$ cat config.mk
export PLATFORM = sky130hd
export DESIGN_NAME = flash_sr_seq
export DESIGN_NICKNAME = d
export VERILOG_FILES = /design/src/rtl/flash_sr_pkg.sv /design/src/rtl/flash_sr_timer.sv /design/src/rtl/flash_sr_framer.sv /design/src/rtl/flash_sr_seq.sv
export SDC_FILE = /design/constraint.sdc
export NUM_CORES = 1
export LEC_CHECK = 0
export BUFFER_PORTS_ARGS = -buffer_cell sky130_fd_sc_hd__buf_2
export CAP_MARGIN = 25
export CORE_UTILIZATION = 59
export CTS_CLUSTER_SIZE = 8
export DETAILED_ROUTE_END_ITERATION = 7
export HOLD_SLACK_MARGIN = 0.06
export PLACE_DENSITY = 0.83
export SYNTH_ARGS = -nofsm -noshare
export SYNTH_HDL_FRONTEND = slang
export SYNTH_HIERARCHICAL = 1
export SYNTH_SLANG_ARGS = --single-unit
$ cat constraint.sdc
create_clock -name clk -period 2.9 [get_ports clk]
set_input_delay 0.58 -clock clk [delete_from_list [all_inputs] [get_ports clk]]
set_output_delay 0.58 -clock clk [all_outputs]
set_load 0.03 [all_outputs]
$ cat src/rtl/flash_sr_pkg.sv
package flash_sr_pkg;

    typedef enum logic [1:0] {
        MODE_WREN      = 2'd0,
        MODE_EWSR      = 2'd1,
        MODE_FALLBACK  = 2'd2,
        MODE_UNPROTECT = 2'd3
    } seq_mode_e;

    typedef enum logic [3:0] {
        S_IDLE,
        S_UP_READ,
        S_PREAMBLE,
        S_WRITE,
        S_HOLD,
        S_POLL,
        S_GAP,
        S_VERIFY,
        S_DONE
    } seq_state_e;

    typedef enum logic [1:0] {
        F_IDLE,
        F_XFER,
        F_GAP
    } frm_state_e;

    localparam logic [7:0] OP_WREN  = 8'h06;
    localparam logic [7:0] OP_EWSR  = 8'h50;
    localparam logic [7:0] OP_WRSR  = 8'h01;
    localparam logic [7:0] OP_RDSR  = 8'h05;
    localparam logic [7:0] BP_MASK  = 8'h3C;
    localparam int         BUSY_BIT = 0;

endpackage

$ cat src/rtl/flash_sr_timer.sv
module flash_sr_timer #(
    parameter int W = 8
) (
    input  logic         clk,
    input  logic         rst_n,
    input  logic         load,
    input  logic [W-1:0] load_val,
    output logic         expire
);
    logic [W-1:0] cnt;

    always_ff @(posedge clk) begin
        if (!rst_n) begin
            cnt <= '0;
        end else if (load) begin
            cnt <= load_val;
        end else if (cnt != '0) begin
            cnt <= cnt - 1'b1;
        end
    end

    assign expire = (cnt == W'(1));
endmodule

$ cat src/rtl/flash_sr_framer.sv
module flash_sr_framer
    import flash_sr_pkg::*;
(
    input  logic       clk,
    input  logic       rst_n,
    input  logic       start,
    input  logic       two_bytes,
    input  logic [7:0] byte0,
    input  logic [7:0] byte1,
    output logic       done,
    output logic [7:0] rx_last,
    output logic       spi_cs_n,
    output logic       spi_go,
    output logic [7:0] spi_tx,
    input  logic       spi_ack,
    input  logic [7:0] spi_rx
);
    frm_state_e state;
    logic       second;
    logic       on_second;
    logic [7:0] b1_r;

    always_ff @(posedge clk) begin
        if (!rst_n) begin
            state     <= F_IDLE;
            spi_cs_n  <= 1'b1;
            spi_go    <= 1'b0;
            spi_tx    <= 8'h00;
            second    <= 1'b0;
            on_second <= 1'b0;
            b1_r      <= 8'h00;
            rx_last   <= 8'h00;
            done      <= 1'b0;
        end else begin
            spi_go <= 1'b0;
            done   <= 1'b0;
            unique case (state)
                F_IDLE: begin
                    if (start) begin
                        spi_cs_n  <= 1'b0;
                        spi_tx    <= byte0;
                        b1_r      <= byte1;
                        second    <= two_bytes;
                        on_second <= 1'b0;
                        spi_go    <= 1'b1;
                        state     <= F_XFER;
                    end
                end
                F_XFER: begin
                    if (spi_ack) begin
                        rx_last <= spi_rx;
                        if (second && !on_second) begin
                            on_second <= 1'b1;
                            spi_tx    <= b1_r;
                            spi_go    <= 1'b1;
                        end else begin
                            spi_cs_n <= 1'b1;
                            state    <= F_GAP;
                        end
                    end
                end
                F_GAP: begin
                    done  <= 1'b1;
                    state <= F_IDLE;
                end
                default: state <= F_IDLE;
            endcase
        end
    end
endmodule

$ cat src/rtl/flash_sr_seq.sv
module flash_sr_seq
    import flash_sr_pkg::*;
#(
    parameter int FIRST_WAIT_TICKS = 10_000_000,
    parameter int POLL_WAIT_TICKS  = 1_000_000,
    parameter int MAX_POLLS        = 490
) (
    input  logic       clk,
    input  logic       rst_n,
    input  logic       req_valid,
    input  logic [1:0] req_mode,
    input  logic [7:0] req_status,
    output logic       busy,
    output logic       done,
    output logic       err,
    output logic       timeout,
    output logic [7:0] saved_status,
    output logic       spi_cs_n,
    output logic       spi_go,
    output logic [7:0] spi_tx,
    input  logic       spi_ack,
    input  logic [7:0] spi_rx
);
    localparam int MAXT = (FIRST_WAIT_TICKS > POLL_WAIT_TICKS) ? FIRST_WAIT_TICKS : POLL_WAIT_TICKS;
    localparam int TW   = $clog2(MAXT + 1);
    localparam int PW   = $clog2(MAX_POLLS + 2);

    seq_state_e    state, state_n;
    logic [7:0]    wr_data, wr_data_n;
    logic          use_ewsr, use_ewsr_n;
    logic          may_fall, may_fall_n;
    logic          unprot, unprot_n;
    logic [PW-1:0] polls, polls_n;
    logic          err_r, err_n;
    logic          tmo_r, tmo_n;
    logic [7:0]    saved_r, saved_n;

    logic          fr_start, fr_two, fr_done;
    logic [7:0]    fr_b0, fr_b1, fr_rx;
    logic          tmr_load, tmr_expire;
    logic [TW-1:0] tmr_val;
    logic          rd_busy, bp_left;

    flash_sr_framer u_framer (
        .clk       (clk),
        .rst_n     (rst_n),
        .start     (fr_start),
        .two_bytes (fr_two),
        .byte0     (fr_b0),
        .byte1     (fr_b1),
        .done      (fr_done),
        .rx_last   (fr_rx),
        .spi_cs_n  (spi_cs_n),
        .spi_go    (spi_go),
        .spi_tx    (spi_tx),
        .spi_ack   (spi_ack),
        .spi_rx    (spi_rx)
    );

    flash_sr_timer #(.W(TW)) u_timer (
        .clk      (clk),
        .rst_n    (rst_n),
        .load     (tmr_load),
        .load_val (tmr_val),
        .expire   (tmr_expire)
    );

    assign rd_busy = fr_rx[BUSY_BIT];
    assign bp_left = |(fr_rx & BP_MASK);

    // next state, datapath updates and command strobes
    always_comb begin
        state_n    = state;
        wr_data_n  = wr_data;
        use_ewsr_n = use_ewsr;
        may_fall_n = may_fall;
        unprot_n   = unprot;
        polls_n    = polls;
        err_n      = err_r;
        tmo_n      = tmo_r;
        saved_n    = saved_r;
        fr_start   = 1'b0;
        fr_two     = 1'b1;
        fr_b0      = OP_RDSR;
        fr_b1      = 8'h00;
        tmr_load   = 1'b0;
        tmr_val    = TW'(FIRST_WAIT_TICKS);
        unique case (state)
            S_IDLE: begin
                if (req_valid) begin
                    err_n   = 1'b0;
                    tmo_n   = 1'b0;
                    polls_n = '0;
                    if (req_mode == MODE_UNPROTECT) begin
                        unprot_n   = 1'b1;
                        use_ewsr_n = 1'b0;
                        may_fall_n = 1'b1;
                        fr_start   = 1'b1;
                        state_n    = S_UP_READ;
                    end else begin
                        unprot_n   = 1'b0;
                        wr_data_n  = req_status;
                        use_ewsr_n = (req_mode == MODE_EWSR);
                        may_fall_n = (req_mode == MODE_FALLBACK);
                        fr_start   = 1'b1;
                        fr_two     = 1'b0;
                        fr_b0      = (req_mode == MODE_EWSR) ? OP_EWSR : OP_WREN;
                        state_n    = S_PREAMBLE;
                    end
                end
            end
            S_UP_READ: begin
                if (fr_done) begin
                    saved_n = fr_rx;
                    if (!bp_left) begin
                        state_n = S_DONE;
                    end else begin
                        wr_data_n = fr_rx & ~BP_MASK;
                        fr_start  = 1'b1;
                        fr_two    = 1'b0;
                        fr_b0     = OP_WREN;
                        state_n   = S_PREAMBLE;
                    end
                end
            end
            S_PREAMBLE: begin
                if (fr_done) begin
                    fr_start = 1'b1;
                    fr_b0    = OP_WRSR;
                    fr_b1    = wr_data;
                    state_n  = S_WRITE;
                end
            end
            S_WRITE: begin
                if (fr_done) begin
                    tmr_load = 1'b1;
                    state_n  = S_HOLD;
                end
            end
            S_HOLD: begin
                if (tmr_expire) begin
                    fr_start = 1'b1;
                    state_n  = S_POLL;
                end
            end
            S_POLL: begin
                if (fr_done) begin
                    if (!rd_busy) begin
                        if (unprot) begin
                            fr_start = 1'b1;
                            state_n  = S_VERIFY;
                        end else begin
                            state_n = S_DONE;
                        end
                    end else if (polls == PW'(MAX_POLLS)) begin
                        if (may_fall && !use_ewsr) begin
                            use_ewsr_n = 1'b1;
                            may_fall_n = 1'b0;
                            polls_n    = '0;
                            fr_start   = 1'b1;
                            fr_two     = 1'b0;
                            fr_b0      = OP_EWSR;
                            state_n    = S_PREAMBLE;
                        end else begin
                            tmo_n   = 1'b1;
                            state_n = S_DONE;
                        end
                    end else begin
                        polls_n  = polls + 1'b1;
                        tmr_load = 1'b1;
                        tmr_val  = TW'(POLL_WAIT_TICKS);
                        state_n  = S_GAP;
                    end
                end
            end
            S_GAP: begin
                if (tmr_expire) begin
                    fr_start = 1'b1;
                    state_n  = S_POLL;
                end
            end
            S_VERIFY: begin
                if (fr_done) begin
                    err_n   = bp_left;
                    state_n = S_DONE;
                end
            end
            S_DONE: state_n = S_IDLE;
            default: state_n = S_IDLE;
        endcase
    end

    // state register
    always_ff @(posedge clk) begin
        if (!rst_n) begin
            state    <= S_IDLE;
            wr_data  <= 8'h00;
            use_ewsr <= 1'b0;
            may_fall <= 1'b0;
            unprot   <= 1'b0;
            polls    <= '0;
            err_r    <= 1'b0;
            tmo_r    <= 1'b0;
            saved_r  <= 8'h00;
        end else begin
            state    <= state_n;
            wr_data  <= wr_data_n;
            use_ewsr <= use_ewsr_n;
            may_fall <= may_fall_n;
            unprot   <= unprot_n;
            polls    <= polls_n;
            err_r    <= err_n;
            tmo_r    <= tmo_n;
            saved_r  <= saved_n;
        end
    end

    // outputs
    always_comb begin
        busy         = (state != S_IDLE);
        done         = (state == S_DONE);
        err          = (state == S_DONE) && err_r;
        timeout      = (state == S_DONE) && tmo_r;
        saved_status = saved_r;
    end
endmodule

==> flow_summary.toml, run 1 <==
[routing]
first_pass_iters = 5
met3WireLength_um = 596
route.vias.total = 4073
wire_per_inst_um = 15.3
antenna_left = 0
drt_iter0_markers = 282
totalWireLength_mm = 10.6
vias_per_cell = 5.85
dr.max_layer_used = "met4"
wl_met2_mm = 5.15
drc = 0
wl_met1_mm = 4.68

[worst_hold_path]
hold_class = "flip-flop to flip-flop"
hp-start = "wr_data[3]"
hold_depth = 2
min_to = "wr_data[3]"

[setup_path]
crit_arrival_ps = 2970
path_cells = "or4_4, nor4_4, and3_2, nand3b_1, o21ai_1, nor2_1, o21ai_2, nor3b_4, buf_6, mux2i_1, nor2b_1"
ff2ff_setup_slack_ps = 180
required_ps = 3160
r2r_cells = 11
critPathMaxStageDelay_ps = 590
cp-startpoint = "u_timer/cnt[8]"
regToRegEndpoint = "u_framer/b1_r[2]"
path_max_fanout = 8
crit_buf_inv = 1
r2r_start = "u_timer/cnt[8]"
worst_setup_path_end_kind = "flip-flop"
critical_path_class = "flip-flop to flip-flop"
cp-start-kind = "flip-flop"
crit_path_top_delay_cell = "or4_4"
cpLargestDelayFamily = "simple AND/OR/NAND/NOR gates"

[status]
status = "finished clean"

[floorplan]
io_pins = 44
initial_core_util_pct = 61.1
die_area_um2 = 8360
num_rows = 32
die_h_um = 91.5
core_area_um2 = 7730
die_w_um = 91.5

[run]
max_cap_viol_count = 0

[layout]
antenna_cells = 0
drive_gt1_share_pct = 18.9
layoutNonFillerInstCount = 696
area_delta_synth_final_pct = 11.1
finish.utilization_pct = 67.8
nNetsFinal = 616

[grt]
grt_pass1_wl_mm = 17.7
antenna_found_initial = 0
grt_usage_pct = 26.1
grt-ovfl-total = 0
grt_max_degree = 47
grt_pass1_vias = 3834

[yosys]
syn_area_per_cell_um2 = 8.84
synth-seq-cells = 89
synth_edf_count = 0
yosysWarnings = 6
synth_area_um2 = 4720
synth_seq_area_share_pct = 37.7
synth-main-ff-cell = "dfxtp_1"
synth_top_area_share_pct = 37.7
yosysTopAreaCell = "dfxtp_1"
syn_inst = 534
synth_area_leaders = "dfxtp_1 (38%), mux2i_1 (7.2%), nand2_1 (4.3%), nor2b_1 (3.0%), nor2_1 (2.8%)"
ys_types = 78
async_flop_share_pct = 0

[power]
total_power_mw = 4.04
power_density_nw_per_um2 = 771
peakVddDrop_mv = 0.517
p_leak_nw = 2.14

[clock_network]
tritoncts = "built"
cts_root_buf = "clkbuf_8"
insertion_delay_ps = 360
htreeDepth = 3
numCtsBuffers = 9
cts.sinks = 89
cts_buffer_depth = 2
cts.clk_slew.worst_paths_ps = 90

[place]
hpwl_mm = 7.43
dp_cells = 680
port_buffers = 43
gp_congestion = 0.917

[timing]
fmax_ghz = 0.368
period_share_pct = 93.7
finalHoldViolations = 0
slew_headroom_pct = 38.1
finClkSkew_ps = 8.40
max_slew.worst_pin.slew_ps = 928
rsz0062_at_grt = "no"
final-setup-viol-count = 0
totalNegativeSetupSlack_ps = 0
slew_viol_final = 0
final.min_clock_period_ps = 2720
[layout by cell type (no fill, tap or decap), types with 4 or more instances in the layout]
| cell | netlist | routed |
|---|---|---|
| nand2b_1 | 15 | 15 |
| nor2b_1 | 23 | 23 |
| xor2_1 | 4 | 4 |
| clkbuf_8 | 1 | 9 |
| and2_1 | 13 | 13 |
| buf_2 | 6 | 43 |
| a21oi_1 | 21 | 21 |
| a311oi_1 | 5 | 5 |
| nand4b_1 | 4 | 4 |
| or4_2 | 4 | 4 |
| mux2i_1 | 34 | 34 |
| nor4_1 | 8 | 8 |
| o211ai_1 | 11 | 11 |
| xnor2_1 | 13 | 13 |
| o21ai_0 | 20 | 18 |
| nor3_1 | 7 | 7 |
| nor2_1 | 35 | 35 |
| nand4_1 | 4 | 4 |
| ha_1 | 5 | 5 |
| dfxtp_1 | 89 | 89 |
| nand2_1 | 54 | 54 |
| conb_1 | 2 | 16 |
| nand3b_1 | 5 | 5 |
| inv_1 | 14 | 14 |
| buf_4 | 6 | 17 |
| a31oi_1 | 7 | 7 |
| nand3_1 | 22 | 22 |
[cell families after synthesis]
group / count (synthesis) / share of synthesized area, %
other: 2 / 0.159
muxes: 34 / 7.21
AOI/OAI and AO/OA: 109 / 16.5
DFF: 89 / 37.7
adders and majority gates: 5 / 1.33
xor gates and xnor gates: 17 / 3.15
buffers and inverters: 46 / 5.70
and+or+nand+nor: 232 / 28.2
[sequential cells by signal, indices dropped and copies added, names as in the netlist, 2 cells and up]
name              cells
state                 4
u_framer/spi_tx       8
wr_data               8
u_framer/rx_last      8
polls                 9
u_timer/cnt          24
u_framer/b1_r         8
u_framer/state        2
saved_status          8
[per-layer routing]
metal | track usage [%] | vias to the layer above
met2 | 44.5 | 131
li1 | - | 2014
met1 | 32.8 | 1901
met4 | 11.1 | 0
met5 | 0 | -
met3 | 3.52 | 27
[worst max-delay path by stage]
stage                            end  slack [ps]  cells past startpoint
global placement    u_framer/b1_r[2]         220                     11
floorplan                        err         200                      3
CTS                 u_framer/b1_r[2]          50                     11
global route         u_timer/cnt[23]          40                     10
finish              u_framer/b1_r[2]         180                     11
detailed placement  u_framer/b1_r[1]          90                     11
[worst min-delay path: stages, from the launching register on]
cell and delay (ps):
dfxtp_1 320, nand2_1 50, a21oi_1 50
[through the flow]
stage          area, µm²  hold slack [ps]  setup slack (ps)
2_1_floorplan       4770              427               205
3_3_place_gp        5040              435               221
3_5_place_dp        5040              442              88.1
4_1_cts             5230              455              53.0
5_1_grt             5240              456              35.6
6_report            5240              456               182
[power breakdown]
part / leakage (nW) / switching, mW / internal (mW) / total, mW
logic: 1.32 / 0.884 / 0.750 / 1.63
clock network: 0.0945 / 0.486 / 0.331 / 0.817
registers: 0.724 / 0.185 / 1.41 / 1.59
total: 2.14 / 1.55 / 2.49 / 4.04
[layout make-up]
class                      instances  area [µm²]
fill                             626        2480
sequential                        89        1780
timing repair buffer              61         354
clock buffer                       9         124
multi-input combinational        413        2740
clock inverter                     7        61.3
tap                              102         128
inverter                          15        56.3
[cells in the mapped netlist (5+ instances only)]
cell,instances
a21oi_1,21
a311oi_1,5
a31oi_1,7
and2_1,13
buf_2,6
buf_4,6
buf_6,6
clkbuf_1,11
dfxtp_1,89
ha_1,5
inv_1,14
mux2i_1,34
nand2_1,54
nand2b_1,15
nand3_1,22
nand3b_1,5
nor2_1,35
nor2b_1,23
nor3_1,7
nor4_1,8
o211ai_1,11
o21ai_0,20
xnor2_1,13
[timing repair]
action                                  CTS  global route
hold buffers                              0             0
endpoints found under the setup margin    0            18
gates resized for setup                   0             5
setup buffers                             0             0
Power figures use the tool's default switching activity.
==> inputs of run 2 (changes only) <==
--- a/config.mk
+++ b/config.mk
@@ -5,13 +5,14 @@
 export SDC_FILE = /design/constraint.sdc
 export NUM_CORES = 1
 export LEC_CHECK = 0
+export ABC_AREA = 1
 export BUFFER_PORTS_ARGS = -buffer_cell sky130_fd_sc_hd__buf_2
 export CAP_MARGIN = 25
-export CORE_UTILIZATION = 59
+export CORE_UTILIZATION = 60
 export CTS_CLUSTER_SIZE = 8
 export DETAILED_ROUTE_END_ITERATION = 7
 export HOLD_SLACK_MARGIN = 0.06
-export PLACE_DENSITY = 0.83
+export PLACE_DENSITY = 0.84
 export SYNTH_ARGS = -nofsm -noshare
 export SYNTH_HDL_FRONTEND = slang
 export SYNTH_HIERARCHICAL = 1
==> run 2 against run 1 <==
Compared with the run above:
- fmax increased by 15%
- worst setup slack better by 360 ps
- register-to-register slack improved by 360 ps
- via count grew 29%
- clock-buffer cell count is 2 higher
- critical path depth grew 2
- largest cell class unchanged
- largest power group unchanged
- highest routed layer unchanged
==> flow_summary.toml, run 2 <==
[layout]
final_common_cell = "nand2_1"
design_area_um2 = 5750
largest_reg_flops = 24
antenna_cells = 0
top_regs = "u_timer/cnt: 24 flops, polls: 9 flops"
nFillCells = 750
layoutNonFillerInstCount = 971
final_cell_mix = "nand2_1 (207), nor2_1 (120), dfxtp_1 (89), nand3_1 (81), inv_1 (79)"
largest-register = "u_timer/cnt"
area_delta_synth_final_pct = 9.54
nNetsFinal = 888
drive_gt1_share_pct = 17.3

[floorplan]
die_area_um2 = 9120
io_pins = 44
core_area_um2 = 8340
num_rows = 33
die_h_um = 95.5
die_w_um = 95.5
initial_core_util_pct = 62.9

[setup_path]
path_max_fanout = 24
worst_setup_path_end_kind = "flip-flop"
crit_path_top_delay_cell = "dfxtp_1"
crit_arrival_ps = 2600
path_cells = "inv_1, ha_1, nand2_1, nor2_1, nand2_1, nand3_1, a21oi_1, inv_2, nand2_2, nor3_4, nand3_4, o21ai_1, a21oi_1"
critPathMaxStageDelay_ps = 350
crit_buf_inv = 2
cp-start-kind = "flip-flop"
critical_path_class = "flip-flop to flip-flop"
required_ps = 3140
cpLargestDelayFamily = "simple AND/OR/NAND/NOR gates"

[place]
dp_cells = 955
placed_area_um2 = 5530
hpwl_mm = 9.02
dp_slack_ps = 561
port_buffers = 43
gp_congestion = 0.949

[timing]
final.min_clock_period_ps = 2360
max_slew.worst_pin.slew_ps = 830
fmax_ghz = 0.424
slew_viol_final = 0
period_share_pct = 81.4
slew_headroom_pct = 44.6
finalHoldViolations = 0
finClkSkew_ps = 11.0
rsz0062_at_grt = "no"
final-setup-viol-count = 0
totalNegativeSetupSlack_ps = 0
setup_ws_ps = 541

[routing]
first_pass_iters = 5
drc = 0
antenna_left = 0
totalWireLength_mm = 12.2
vias_per_cell = 5.41
wire_per_inst_um = 12.6
drt_iter0_markers = 373
route.vias.total = 5251

[status]
status = "finished clean"

[grt]
antenna_found_initial = 0
grt_pass1_wl_mm = 20.2
grt-ovfl-total = 0
grt_pass1_vias = 4788
grt_usage_pct = 27.9
grt_max_degree = 42

[clock_network]
holdBufCountCts = 0
cts.clk_slew.worst_paths_ps = 90
cts_buffer_depth = 2
tritoncts = "built"
cts_resized = 0
numCtsBuffers = 9
cts_setup_buffers = 0
insertion_delay_ps = 360
cts.sinks = 89
cts_root_buf = "clkbuf_8"
htreeDepth = 3

[yosys]
synth_area_um2 = 5250
yosysMostFrequentCell = "nand2_1"
synth-seq-cells = 89
ys_types = 36
yosysTopAreaCell = "dfxtp_1"
synth_seq_area_share_pct = 34.0
syn_inst = 813
async_flop_share_pct = 0
yosysWarnings = 6
synth-main-ff-cell = "dfxtp_1"
synth_area_leaders = "dfxtp_1 (34%), nand2_1 (15%), nor2_1 (8.6%), nand3_1 (7.7%), inv_1 (5.7%)"
synth_top_area_share_pct = 34.0
syn_area_per_cell_um2 = 6.45
synth_edf_count = 0
synth_top_cells_by_count = "nand2_1 (207), nor2_1 (120), dfxtp_1 (89)"

[power]
power_density_nw_per_um2 = 1070
peakVddDrop_mv = 0.479
total_power_mw = 6.18
p_leak_nw = 2.67

[worst_hold_path]
hold_class = "flip-flop to flip-flop"

[run]
max_cap_viol_count = 0
-- run 2: area by class of cell --
class	instances	area (µm²)	area share (%)
multi-input cells	618	3010	52.3
flip-flops and latches	89	1780	31.0
inverters	95	360	6.27
repair buffers	48	253	4.40
clock buffers	11	151	2.63
well taps	105	131	2.29
clock inverters	5	63.8	1.11
-- run 2: cell families after synthesis --
group	Yosys count	synth area share (%)
AO/OA/AOI/OAI	83	8.40
XOR/XNOR	4	0.668
adder cells (fa/ha/maj)	5	1.19
buffers and inverters	120	9.75
flip-flops	89	34.0
other	2	0.143
AND/OR/NAND/NOR	510	45.9
-- run 2: worst reg2reg max path, cell delays in order, from the launching register on --
cell	delay, ps
dfxtp_1	350
inv_1	90
ha_1	150
nand2_1	50
nor2_1	250
nand2_1	150
nand3_1	130
a21oi_1	110
inv_2	80
nand2_2	70
nor3_4	200
nand3_4	300
o21ai_1	250
a21oi_1	60
-- run 2: stage by stage --
step / utilization (%) / hold slack (ps)
2_1_floorplan: - / 425
3_3_place_gp: 66.3 / 435
3_5_place_dp: 66.3 / 443
4_1_cts: 68.9 / 455
5_1_grt: 68.9 / 475
6_report: 68.9 / 453
-- run 2: worst paths after layout --
kind	to	start	slack [ps]	cells after the start
setup / recovery	u_timer/cnt[1]	polls[0]	540	13
hold / removal	u_framer/b1_r[1]	u_framer/b1_r[1]	450	2
setup reg to reg	u_timer/cnt[1]	polls[0]	540	13
hold reg to reg	u_framer/b1_r[1]	u_framer/b1_r[1]	450	2
-- run 2: routing by layer --
| metal | global-route usage (%) | vias to the layer above | routed length, µm |
|---|---|---|---|
| met3 | 3.91 | 29 | 692 |
| met4 | 12.7 | 0 | 302 |
| met1 | 33.3 | 2353 | 5240 |
| met5 | 0 | - | 0 |
| met2 | 49.2 | 205 | 5960 |
| li1 | - | 2664 | - |
-- run 2: report_power, final --
group / internal [mW] / switching, mW / leakage [nW] / total, mW
logic: 1.10 / 2.35 / 1.84 / 3.44
clock network: 0.450 / 0.458 / 0.106 / 0.908
registers: 1.56 / 0.261 / 0.728 / 1.82
total: 3.11 / 3.07 / 2.67 / 6.18
==> inputs of run 3 (changes only) <==
==> constraint.sdc (replaced) <==
create_clock -name clk -period 2.2 [get_ports clk]
set_input_delay 0.44 -clock clk [delete_from_list [all_inputs] [get_ports clk]]
set_output_delay 0.44 -clock clk [all_outputs]
set_load 0.03 [all_outputs]
==> run 3 against run 2 <==
Compared with the run above:
- die area unchanged
- worst hold slack lost 120 ps
- sequential share of layout area fell by 0.38 points
- core utilization grew 1.0 points
- sequential power rose by 32%
- largest power group unchanged
- wire length increased by 4.1%
- via count is 1.5% higher
- non-clock buffer count up 10
- critical endpoint is now timeout
==> flow_summary.toml, run 3 (synthesis results as in run 2) <==
[setup_path]
regToRegEndpoint = "u_framer/spi_tx[6]"
ff2ff_setup_slack_ps = 170
crit_arrival_ps = 1590
required_ps = 1760
r2r_start = "state[3]"
critical_path_class = "flip-flop to output pin"
path_max_fanout = 4
worst_setup_path_end_kind = "output pin"
r2r_cells = 13
cp-start-kind = "flip-flop"

[worst_hold_path]
hold_depth = 3
hp-start = "spi_rx[3]"
min_to = "u_framer/rx_last[3]"
hold_class = "input port to flip-flop"

[grt]
grt-ovfl-total = 0
grt_max_degree = 42
grt_pass1_wl_mm = 21.1
antenna_found_initial = 0
grt_pass1_vias = 4969
grt_usage_pct = 29.3

[timing]
rsz0062_at_grt = "no"
max_slew.worst_pin.slew_ps = 820
final.min_clock_period_ps = 2030
fmax_ghz = 0.493
slew_headroom_pct = 45.3
finalHoldWorstSlack_ps = 329
totalNegativeSetupSlack_ps = 0
period_share_pct = 92.3
final-setup-viol-count = 0
finalHoldViolations = 0
slew_viol_final = 0
finClkSkew_ps = 10.3

[layout]
final_cell_mix = "nand2_1 (207), nor2_1 (119), dfxtp_1 (86), nand3_1 (80), inv_1 (79)"
area_delta_synth_final_pct = 11.1
largest_reg_flops = 24
top_regs = "u_timer/cnt: 24 flops, polls: 9 flops"
nNetsFinal = 899
antenna_cells = 0
largest-register = "u_timer/cnt"
design_area_um2 = 5830
drive_gt1_share_pct = 19.0
final_common_cell = "nand2_1"

[clock_network]
cts.clk_slew.worst_paths_ps = 100
insertion_delay_ps = 360
htreeDepth = 3
cts.sinks = 89
numCtsBuffers = 9
holdBufCountCts = 0
cts_buffer_depth = 2
tritoncts = "built"
cts_root_buf = "clkbuf_8"

[routing]
route.vias.total = 5330
first_pass_iters = 5
antenna_left = 0
vias_per_cell = 5.43
wire_per_inst_um = 12.9
totalWireLength_mm = 12.7
drc = 0
drt_iter0_markers = 335

[floorplan]
initial_core_util_pct = 62.9
die_area_um2 = 9120
die_h_um = 95.5
core_area_um2 = 8340
num_rows = 33
die_w_um = 95.5
io_pins = 44

[place]
hpwl_mm = 9.19
port_buffers = 43
placed_area_um2 = 5600
gp_congestion = 0.872

[power]
power_density_nw_per_um2 = 1410
peakVddDrop_mv = 0.734
p_leak_nw = 2.71
total_power_mw = 8.23

[status]
status = "finished clean"

[run]
max_cap_viol_count = 0
## run 3: repair_timing
action | in CTS | in global routing
setup buffers | 0 | 1
setup endpoints to repair | 0 | 25
resized for setup | 0 | 9
## run 3: critical path, cell delays in order, from the launching register on
cell     delay (ps)
dfxtp_1         480
inv_1           140
nor3_2          240
inv_1            80
nor2_1           90
buf_2           200
## run 3: power by group
group / total (mW) / switching [mW] / internal [mW]
logic: 4.74 / 3.22 / 1.52
registers: 2.41 / 0.348 / 2.06
clock network: 1.08 / 0.653 / 0.428
total: 8.23 / 4.22 / 4.01
## run 3: area by class of cell
type / count / area, µm²
flip-flops and latches: 89 / 1790
clock inverters: 6 / 50.0
repair buffers: 58 / 332
inverters: 95 / 360
clock buffers: 10 / 128
fillers: 741 / 2510
well taps: 105 / 131
multi-input cells: 619 / 3040
## run 3: per-layer routing
layer	GRT usage, %	routed length, µm
met2	51.1	6190
met3	5.90	740
met1	34.5	5420
met5	0	0
met4	13.1	347
## run 3: stage by stage
stage	util, %	setup WS (ps)	std cells
2_1_floorplan	-	103	827
3_3_place_gp	67.2	197	964
3_5_place_dp	67.2	58.6	964
4_1_cts	69.3	57.2	980
5_1_grt	69.9	0.925	982
6_report	69.9	170	982
## run 3: how the worst max path moves through the flow
stage	from	to	slack (ps)	depth (start not counted)
final	state[3]	timeout	170	5
after detailed placement	polls[1]	u_timer/cnt[18]	60	14
after CTS	polls[1]	u_timer/cnt[18]	60	14
after global routing	polls[0]	u_timer/cnt[23]	0.9	14
after floorplan	polls[0]	u_timer/cnt[21]	100	17
after global placement	polls[1]	u_timer/cnt[23]	200	14
